==> src/rtl/resp_tx_pkg.sv <==
package resp_tx_pkg;
  localparam int unsigned NUM_WAIT = 3;

  typedef enum logic [1:0] {
    ST_IDLE = 2'd0,
    ST_WAIT = 2'd1,
    ST_DECIDE = 2'd2,
    ST_BUSY = 2'd3
  } sched_state_e;
endpackage

==> src/rtl/resp_tx_edge.sv <==
module resp_tx_edge (
  input  logic clk_i,
  input  logic rst_ni,
  input  logic lvl_i,
  output logic rise_o
);
  logic lvl_q;

  always_ff @(posedge clk_i or negedge rst_ni) begin
    if (!rst_ni) lvl_q <= 1'b0;
    else         lvl_q <= lvl_i;
  end

  assign rise_o = lvl_i & ~lvl_q;
endmodule

==> src/rtl/resp_tx_wait_gate.sv <==
module resp_tx_wait_gate #(
  parameter int unsigned N = 3
) (
  input  logic [N-1:0] sel_i,
  input  logic [N-1:0] done_i,
  output logic         any_sel_o,
  output logic         ready_o
);
  logic [N-1:0] ok;

  for (genvar g = 0; g < N; g++) begin : g_tmr
    assign ok[g] = done_i[g] | ~sel_i[g];
  end

  assign ready_o   = &ok;
  assign any_sel_o = |sel_i;
endmodule

==> src/rtl/resp_tx_fsm.sv <==
module resp_tx_fsm
  import resp_tx_pkg::*;
(
  input  logic clk_i,
  input  logic rst_ni,
  input  logic new_tx_i,
  input  logic any_wait_i,
  input  logic ready_i,
  input  logic nav_req_i,
  input  logic nav_busy_i,
  input  logic phy_done_i,
  output logic idle_o,
  output logic phy_start_o,
  output logic done_o,
  output logic cancel_o
);
  sched_state_e st_q, st_d;
  logic start_d, done_d, cancel_d;

  always_comb begin
    st_d     = st_q;
    start_d  = 1'b0;
    done_d   = 1'b0;
    cancel_d = 1'b0;
    unique case (st_q)
      ST_IDLE:   if (new_tx_i) st_d = any_wait_i ? ST_WAIT : ST_DECIDE;
      ST_WAIT:   if (ready_i) st_d = ST_DECIDE;
      ST_DECIDE: begin
        if (nav_req_i && nav_busy_i) begin
          cancel_d = 1'b1;
          st_d     = ST_IDLE;
        end else begin
          start_d  = 1'b1;
          st_d     = ST_BUSY;
        end
      end
      ST_BUSY:   if (phy_done_i) begin
        done_d = 1'b1;
        st_d   = ST_IDLE;
      end
      default:   st_d = ST_IDLE;
    endcase
  end

  always_ff @(posedge clk_i or negedge rst_ni) begin
    if (!rst_ni) begin
      st_q        <= ST_IDLE;
      phy_start_o <= 1'b0;
      done_o      <= 1'b0;
      cancel_o    <= 1'b0;
    end else begin
      st_q        <= st_d;
      phy_start_o <= start_d;
      done_o      <= done_d;
      cancel_o    <= cancel_d;
    end
  end

  assign idle_o = (st_q == ST_IDLE);
endmodule

==> src/rtl/resp_tx_sched.sv <==
module resp_tx_sched
  import resp_tx_pkg::*;
#(
  parameter int unsigned BUF_W = 4,
  parameter int unsigned ANT_W = 4
) (
  input  logic             clk_i,
  input  logic             rst_ni,
  input  logic             start_en_i,
  input  logic [BUF_W-1:0] cfg_buf_i,
  input  logic [ANT_W-1:0] cfg_ant_i,
  input  logic             cfg_nav_req_i,
  input  logic             cfg_wait_rx1_i,
  input  logic             cfg_wait_rx2_i,
  input  logic             cfg_wait_tx1_i,
  input  logic             rx1_done_i,
  input  logic             rx2_done_i,
  input  logic             tx1_done_i,
  input  logic             nav_busy_i,
  input  logic             phy_done_i,
  output logic             phy_start_o,
  output logic [BUF_W-1:0] phy_buf_o,
  output logic [ANT_W-1:0] phy_ant_o,
  output logic             done_o,
  output logic             cancel_o
);
  logic                rise, idle, new_tx, any_wait, ready, nav_req_q;
  logic [NUM_WAIT-1:0] sel_q, tmr_done;

  resp_tx_edge i_edge (
    .clk_i  (clk_i),
    .rst_ni (rst_ni),
    .lvl_i  (start_en_i),
    .rise_o (rise)
  );

  assign new_tx = rise & idle;

  always_ff @(posedge clk_i or negedge rst_ni) begin
    if (!rst_ni) begin
      sel_q     <= '0;
      nav_req_q <= 1'b0;
      phy_buf_o <= '0;
      phy_ant_o <= '0;
    end else if (new_tx) begin
      sel_q     <= {cfg_wait_tx1_i, cfg_wait_rx2_i, cfg_wait_rx1_i};
      nav_req_q <= cfg_nav_req_i;
      phy_buf_o <= cfg_buf_i;
      phy_ant_o <= cfg_ant_i;
    end
  end

  assign tmr_done = {tx1_done_i, rx2_done_i, rx1_done_i};

  // selects decided in IDLE use live inputs; later states use captured copy
  resp_tx_wait_gate #(.N(NUM_WAIT)) i_gate (
    .sel_i     (idle ? {cfg_wait_tx1_i, cfg_wait_rx2_i, cfg_wait_rx1_i} : sel_q),
    .done_i    (tmr_done),
    .any_sel_o (any_wait),
    .ready_o   (ready)
  );

  resp_tx_fsm i_fsm (
    .clk_i       (clk_i),
    .rst_ni      (rst_ni),
    .new_tx_i    (new_tx),
    .any_wait_i  (any_wait),
    .ready_i     (ready),
    .nav_req_i   (nav_req_q),
    .nav_busy_i  (nav_busy_i),
    .phy_done_i  (phy_done_i),
    .idle_o      (idle),
    .phy_start_o (phy_start_o),
    .done_o      (done_o),
    .cancel_o    (cancel_o)
  );
endmodule

==> config.mk <==
export PLATFORM = sky130hd
export DESIGN_NAME = resp_tx_sched
export DESIGN_NICKNAME = d
export VERILOG_FILES = /design/src/rtl/resp_tx_pkg.sv /design/src/rtl/resp_tx_edge.sv /design/src/rtl/resp_tx_wait_gate.sv /design/src/rtl/resp_tx_fsm.sv /design/src/rtl/resp_tx_sched.sv
export SDC_FILE = /design/constraint.sdc
export NUM_CORES = 1
export LEC_CHECK = 0
export BUFFER_PORTS_ARGS = -buffer_cell sky130_fd_sc_hd__buf_2
export CAP_MARGIN = 30
export CORE_UTILIZATION = 42
export DETAILED_ROUTE_END_ITERATION = 16
export PLACE_DENSITY = 0.73
export SLEW_MARGIN = 0
export SYNTH_ARGS = -nofsm -noshare
export SYNTH_HDL_FRONTEND = slang
export SYNTH_HIERARCHICAL = 1
export SYNTH_SLANG_ARGS = --single-unit
==> constraint.sdc <==
create_clock -name clk_i -period 1.8 [get_ports clk_i]
set_input_delay 0.09 -clock clk_i [delete_from_list [all_inputs] [get_ports clk_i]]
set_output_delay 0.09 -clock clk_i [all_outputs]
set_load 0.1 [all_outputs]
==> impl_metrics.toml, run 1 <==
[cells_and_area]
diodes = 0
area_growth_pct = 33.33
fin_nets = 119
layout-drive-gt1-share = 0.6186
utilization = 0.6119
final_common_cell = "buf_2"
final_cell_mix = "30 x buf_2, 18 x dfrtp_1, 11 x mux2_4"

[clocking]
cts_made_buffers = 3
clk_pin_slew_ns = 0.09
cts_setup_buffers = 0
cts.sinks = 18
clk_path_buf_depth = 2
htree_levels = 1
cts_tree = "yes"
clk_latency_ns = 0.28
clockRootBuffer = "clkbuf_4"

[route]
first_pass_iters = 4
drc = 0
viasPerCell = 4.672
wl_per_cell_um = 12.11
drt-initial-drc-count = 18
ant_nets = 0
drt-total-wl_um = 1478
via_count = 570

[global_route]
grtUsageTotal = 0.1504
grt_max_degree = 19
antenna_found_initial = 0
grt_pass1_wl_um = 2208
first_global_vias = 529
grt_overflow_total = 0

[job]
drv_cap = 0

[timing]
fin_tns_setup_ns = 0
final-setup-viol-count = 0
relSlewSlack = 0.6783
final_hold_viol_count = 0
skew_ns = 0.002860
finalCritPeriodShare = 0.9818
maxSlewViolCount = 0
rsz0062_at_grt = "yes"
min_period_ns = 1.767
worst_pin_slew_ns = 0.4859
max_freq_mhz = 565.9

[logic_synthesis]
synth_seq_cells = 18
yosys-top-cells-area = "dfrtp_1 55%, mux2_4 17%, mux2_2 9.6%"
yosys_warnings = 6
synth_fp_nets = 78
synth_area_leader_cell = "dfrtp_1"
netlist_instances = 58
avgSynthCellArea_um2 = 14.11
synth_cell_type_count = 21
synth.top_cell.area_share = 0.5505
ys_seq_area_frac = 0.5505
syn_area_um2 = 818.3

[critical_path]
cp_max_fo = 5
required_ns = 1.97
end_kind = "register"
critPathKind = "reg2reg"
worstPathArrival_ns = 1.94
crit_slowest_cell = "a222oi_1"
reg2reg_slack_ns = 0.03
cpPeakStageDelay_ns = 0.44
crit_chain = "nor2_4 -> mux2_4 -> a222oi_1 -> inv_1 -> o21ai_1 -> o21ai_1"
crit_top_cell = "o21ai_1"
startpoint_type = "register"

[floorplan]
dieWidth_um = 46.14
fp-row-count = 15
ios = 31
die_h_um = 46.14
die_area_um2 = 2129
fp.coreArea_um2 = 1783
start_util = 0.4589

[worst_hold_path]
hp-class = "in2reg"

[run_status]
outcome = "finished, final reports clean"

[placement]
gp_congestion = 0.8670
hpwlAfterDp_um = 1047
port_buffers = 30
stage by stage:
| stage | instances | hold slack, ns | area [um^2] | worst slack, ns |
|---|---|---|---|---|
| after floorplan | 58 | -0.2056 | 820.8 | 0.06191 |
| after global placement | 116 | 0.03724 | 1021 | 0.07989 |
| after detailed placement | 116 | 0.04351 | 1021 | -0.02200 |
| after CTS | 122 | 0.02350 | 1079 | 0.01320 |
| after global routing | 122 | 0.01987 | 1091 | -0.04889 |
| final | 122 | 0.03807 | 1091 | 0.03282 |
flip-flops by register name, indices dropped and copies added (netlist names):
name / count
i_edge/lvl_q: 1
i_fsm/phy_start_o: 1
sel_q: 3
i_fsm/done_o: 1
phy_buf_o: 4
i_fsm/cancel_o: 1
phy_ant_o: 4
nav_req_q: 1
i_fsm/st_q: 2
worst max-delay path: cells and delay by family, from the launching register on:
family          cells  cell delay [ns]
compound gates      3             0.66
buf+inv             1             0.08
flops               1             0.42
mux                 1             0.32
simple gates        1             0.19
cell usage after synthesis (all sizes together):
cell    instances
a21boi          1
and2b           1
inv             5
nor3            1
a22oi           1
nand2b          1
and3            1
dfrtp          18
mux2           16
buf             1
a21oi           2
a222oi          1
or3             1
nor2b           1
o32a            1
o21ai           2
nand2           2
nor2            2
final timing paths:
| check | startpoint | end | cells past startpoint |
|---|---|---|---|
| min in group asynchronous | rst_ni | phy_buf_o[3] | 2 |
| max reg2reg | i_fsm/st_q[1] | i_fsm/st_q[0] | 6 |
| min | cfg_ant_i[0] | phy_ant_o[0] | 2 |
| max | i_fsm/st_q[1] | i_fsm/st_q[0] | 6 |
| max in group asynchronous | rst_ni | phy_ant_o[3] | 2 |
| min reg2reg | nav_req_q | i_fsm/phy_start_o | 1 |
kinds of logic after synthesis:
kind of cell    after synthesis  share of synthesized area
buf+inv                       6                    0.03670
mux                          16                     0.2615
flops                        18                     0.5505
compound gates                8                    0.07187
simple gates                 10                    0.07952
layout make-up:
| type | count | area, um^2 |
|---|---|---|
| multi-input combinational | 34 | 357.8 |
| clock buffer | 3 | 22.52 |
| tap | 25 | 31.28 |
| inverter | 5 | 18.77 |
| sequential | 18 | 450.4 |
| fill | 163 | 691.9 |
| timing repair buffer | 37 | 210.2 |
layer usage:
layer | vias up | track usage | part of all wire
li1 | 284 | - | -
met1 | 260 | 0.2164 | 0.50
met2 | 24 | 0.2085 | 0.43
met3 | 2 | 0.03922 | 0.062
met4 | 0 | 0.07059 | 0.0088
met5 | - | 0 | 0
what timing repair did:
| item | in CTS | in global routing |
|---|---|---|
| pin swaps | 1 | 3 |
| hold buffers | 3 | 0 |
| endpoints found under the hold margin | 20 | 0 |
| gates resized for setup | 1 | 5 |
| endpoints found under the setup margin | 2 | 2 |
Power of run 1 is left out: the tool's default activity adds up to more than one toggle a clock period on the data nets, which glitch-free logic cannot reach.
==> run 2, diff against run 1 <==
- CORE_UTILIZATION: 42 -> 40
- PLACE_DENSITY: 0.73 -> 0.72
- SYNTH_HIERARCHICAL: 1 -> not set
==> impl_metrics.toml, run 2 <==
[run_status]
outcome = "finished, violations left"
violations = "DRC"

[timing]
fin_tns_setup_ns = 0
min_period_ns = 1.415
worst_pin_slew_ns = 0.4888
maxSlewViolCount = 0
rsz0062_at_grt = "no"
finalCritPeriodShare = 0.7863
final-setup-viol-count = 0
skew_ns = 0.004300
max_freq_mhz = 706.6
relSlewSlack = 0.6764
final_hold_viol_count = 0

[logic_synthesis]
synth_area_leader_cell = "dfrtp_1"
synth.top_cell.area_share = 0.6186
netlist_instances = 50
async_flop_share = 1.000
yosysMostFrequentCell = "dfrtp_1"
ys_top_cells_by_count = "18 x dfrtp_1, 12 x mux2_2, 3 x nand2_1"
syn_area_um2 = 728.2
yosys_warnings = 0
yosys-top-cells-area = "dfrtp_1 62%, mux2_2 19%, nor4b_4 3.3%"
synth_edf_count = 0
avgSynthCellArea_um2 = 14.56
synth_cell_type_count = 17
ys_seq_area_frac = 0.6186
synth_seq_cells = 18
synth-main-ff-cell = "dfrtp_1"
synth_fp_nets = 70

[cells_and_area]
layout-drive-gt1-share = 0.5568
nFillCells = 153
fin_nets = 109
fin_cells = 113
layout.area.seq_um2 = 450.4
final_cell_mix = "30 x buf_2, 18 x dfrtp_1, 12 x mux2_2"
multi_input_area_um2 = 259.0
diodes = 0
top_regs = "phy_ant_o x4, phy_buf_o x4, sel_q x3"
utilization = 0.5736
final_common_cell = "buf_2"
area_growth_pct = 34.54

[critical_path]
cp_max_fo = 8
reg2reg_slack_ns = 0.38
required_ns = 1.98
timing.rr.start = "i_fsm.st_q[1]"
startpoint_type = "register"
startpoint = "i_fsm.st_q[1]"
r2r_cells = 3
endpoint = "phy_ant_o[3]"
end_kind = "register"
critPathKind = "reg2reg"
rr_endpoint = "phy_ant_o[3]"
worstPathArrival_ns = 1.59

[clocking]
htree_levels = 1
clk_latency_ns = 0.29
cts_resized = 0
clockRootBuffer = "clkbuf_4"
cts.sinks = 18
cts_setup_buffers = 0
cts_made_buffers = 3
holdBufCountCts = 3
clk_path_buf_depth = 2
clk_pin_slew_ns = 0.10
cts_tree = "yes"

[placement]
port_buffers = 30
gp_congestion = 0.6217
dp_cells = 106
hpwlAfterDp_um = 913.1

[global_route]
grtUsageTotal = 0.1383
antenna_found_initial = 0
grt_overflow_total = 0
grt_max_degree = 19
grt_pass1_wl_um = 1876
first_global_vias = 446

[route]
drc = 2
wl_per_cell_um = 10.55
drt-initial-drc-count = 7
drt-total-wl_um = 1192
via_count = 509
first_pass_iters = 10
viasPerCell = 4.504
ant_nets = 0

[floorplan]
fp.coreArea_um2 = 1708
die_area_um2 = 1995
fp-row-count = 15
ios = 31
die_h_um = 44.67
start_util = 0.4264
dieWidth_um = 44.67

[worst_hold_path]
hp-class = "in2reg"
hold_depth = 2

[job]
drv_cap = 0
-- run 2: how the worst min path moves through the flow --
stage             startpoint           end  slack, ns
3_3_place_gp          rst_ni      sel_q[1]       0.03
3_5_place_dp          rst_ni      sel_q[1]       0.04
5_1_grt         cfg_buf_i[2]  phy_buf_o[2]       0.01
2_1_floorplan         rst_ni  i_edge.lvl_q      -0.21
4_1_cts        cfg_nav_req_i     nav_req_q       0.02
6_report       cfg_nav_req_i     nav_req_q       0.03
-- run 2: stage by stage --
step,setup WS (ns),area (um^2),hold slack [ns]
detailed placement,0.3993,913.4,0.03723
floorplan,0.3784,728.2,-0.2056
global placement,0.4338,913.4,0.03347
global route,0.3082,979.7,0.01190
finish,0.3847,979.7,0.02542
CTS,0.3823,979.7,0.01941
-- run 2: final cells by class --
cell class                      instances  share of cell area
Sequential cell                        18              0.4598
Inverter                                2            0.007663
Tap cell                               25             0.03193
Timing Repair Buffer                   35              0.1992
Multi-Input combinational cell         29              0.2644
Clock buffer                            4             0.03704
-- run 2: critical path, stage by stage (launching register included) --
cell,delay (ns)
dfrtp_1,0.45
nor4b_4,0.30
buf_4,0.21
mux2_2,0.34
-- run 2: routing by layer --
layer | part of all wire | GRT usage | vias up
met5 | 0 | 0 | -
met4 | 0.0084 | 0.1091 | 0
met3 | 0.033 | 0.03673 | 2
met2 | 0.52 | 0.2029 | 10
met1 | 0.44 | 0.1715 | 240
li1 | - | - | 257
-- run 2: logic make-up after synthesis --
| kind of cell | share of synthesized area |
|---|---|
| DFF | 0.6186 |
| and+or+nand+nor | 0.1065 |
| AOI/OAI and AO/OA | 0.06357 |
| buffers and inverters | 0.02578 |
| muxes | 0.1856 |
Power of run 2 is left out for the same reason.
==> run 3, diff against run 2 <==
- clock period: 1.8 -> 1.2 ns (I/O delays scaled with it)
==> impl_metrics.toml, run 3 (same netlist as run 2, synthesis figures left out) <==
[cells_and_area]
nFillCells = 132
layout.area.seq_um2 = 450.4
fin_cells = 126
multi_input_area_um2 = 311.5
final_common_cell = "buf_2"
layout-drive-gt1-share = 0.5248
final_area_um2 = 1167
area_growth_pct = 60.31
diodes = 0
top_regs = "phy_ant_o x4, phy_buf_o x4, sel_q x3"
final_cell_mix = "29 x buf_2, 18 x dfrtp_1, 14 x dlygate4sd3_1"
fin_nets = 122

[worst_hold_path]
hp-class = "in2reg"
hold_depth = 2

[timing]
min_period_ns = 1.386
final_hold_viol_count = 0
skew_ns = 0.007802
max_freq_mhz = 721.4
worst_pin_slew_ns = 0.4897
rsz0062_at_grt = "yes"
setup_slack_ns = -0.1863
relSlewSlack = 0.6758
finalCritPeriodShare = 1.155
final-setup-viol-count = 14
maxSlewViolCount = 0

[critical_path]
critPathKind = "reg2reg"
worstPathArrival_ns = 1.57
cp_max_fo = 7
r2r_cells = 3
end_kind = "register"
startpoint_type = "register"
reg2reg_slack_ns = -0.19
required_ns = 1.39

[placement]
port_buffers = 30
hpwlAfterDp_um = 1043
gp_congestion = 0.7282
dp_cells = 107
postPlaceCellArea_um2 = 920.9

[floorplan]
die_h_um = 44.67
fp.coreArea_um2 = 1708
start_util = 0.4264
fp-row-count = 15
ios = 31
die_area_um2 = 1995
dieWidth_um = 44.67

[clocking]
clockRootBuffer = "clkbuf_4"
cts.sinks = 18
clk_pin_slew_ns = 0.11
cts_made_buffers = 3
clk_latency_ns = 0.30
clk_path_buf_depth = 2
htree_levels = 1
cts_tree = "yes"

[global_route]
grt_use_met2 = 0.3088
grt_pass1_wl_um = 2394
grtUsageTotal = 0.1762
globalRouteMet1Util = 0.1927
antenna_found_initial = 0
first_global_vias = 567
use_met3 = 0.07347
grt_overflow_total = 0
grt-busiest-layer = "met2"
grt_max_degree = 19

[job]
drv_cap = 0

[route]
via_count = 588
ant_nets = 0
drt-total-wl_um = 1646
wl_per_cell_um = 13.06
drt-initial-drc-count = 2
viasPerCell = 4.667
first_pass_iters = 2
drc = 0

[run_status]
violations = "setup timing"
outcome = "finished, violations left"
run 3: per-stage QoR:
stage	hold slack, ns	util	setup slack [ns]	TNS (ns)
floorplan	-0.2356	-	-0.2195	-2.205
detailed placement	0.01132	0.5392	-0.1543	-1.841
CTS	0.001742	0.6469	-0.1839	-2.104
global route	0.01227	0.6835	-0.2444	-2.920
global placement	0.007820	0.5392	-0.1410	-1.681
finish	0.01379	0.6835	-0.1863	-2.210
run 3: path summary, 6_finish.rpt:
path                               startpoint                end
worst max-delay path            i_fsm.st_q[0]          nav_req_q
min in group asynchronous              rst_ni           sel_q[2]
worst min-delay path            cfg_nav_req_i          nav_req_q
worst max register to register  i_fsm.st_q[0]          nav_req_q
worst min register to register      nav_req_q  i_fsm.phy_start_o
max in group asynchronous              rst_ni     i_fsm.cancel_o
run 3: layout make-up:
class | count | area share
multi-input cells | 29 | 0.2669
well taps | 25 | 0.02680
inverters | 2 | 0.006431
flip-flops and latches | 18 | 0.3859
clock buffers | 4 | 0.03108
repair buffers | 48 | 0.2830
run 3: worst max-delay path, cell delays in order, from the launching register on:
cell     delay [ns]
dfrtp_1        0.42
nor4b_4        0.35
buf_6          0.20
mux2_4         0.31
run 3: layer usage:
| metal | wire length [um] | part of all wire |
|---|---|---|
| met1 | 676 | 0.41 |
| met5 | 0 | 0 |
| met3 | 88 | 0.053 |
| met4 | 8 | 0.0049 |
| met2 | 873 | 0.53 |
run 3: timing repair:
action | CTS | global route
buffers inserted | 0 | 1
hold buffers | 14 | 0
gates resized for setup | 2 | 14
hold endpoints to repair | 31 | 0
pin swaps | 0 | 2
setup endpoints to repair | 13 | 15
Power of run 3 is left out for the same reason.
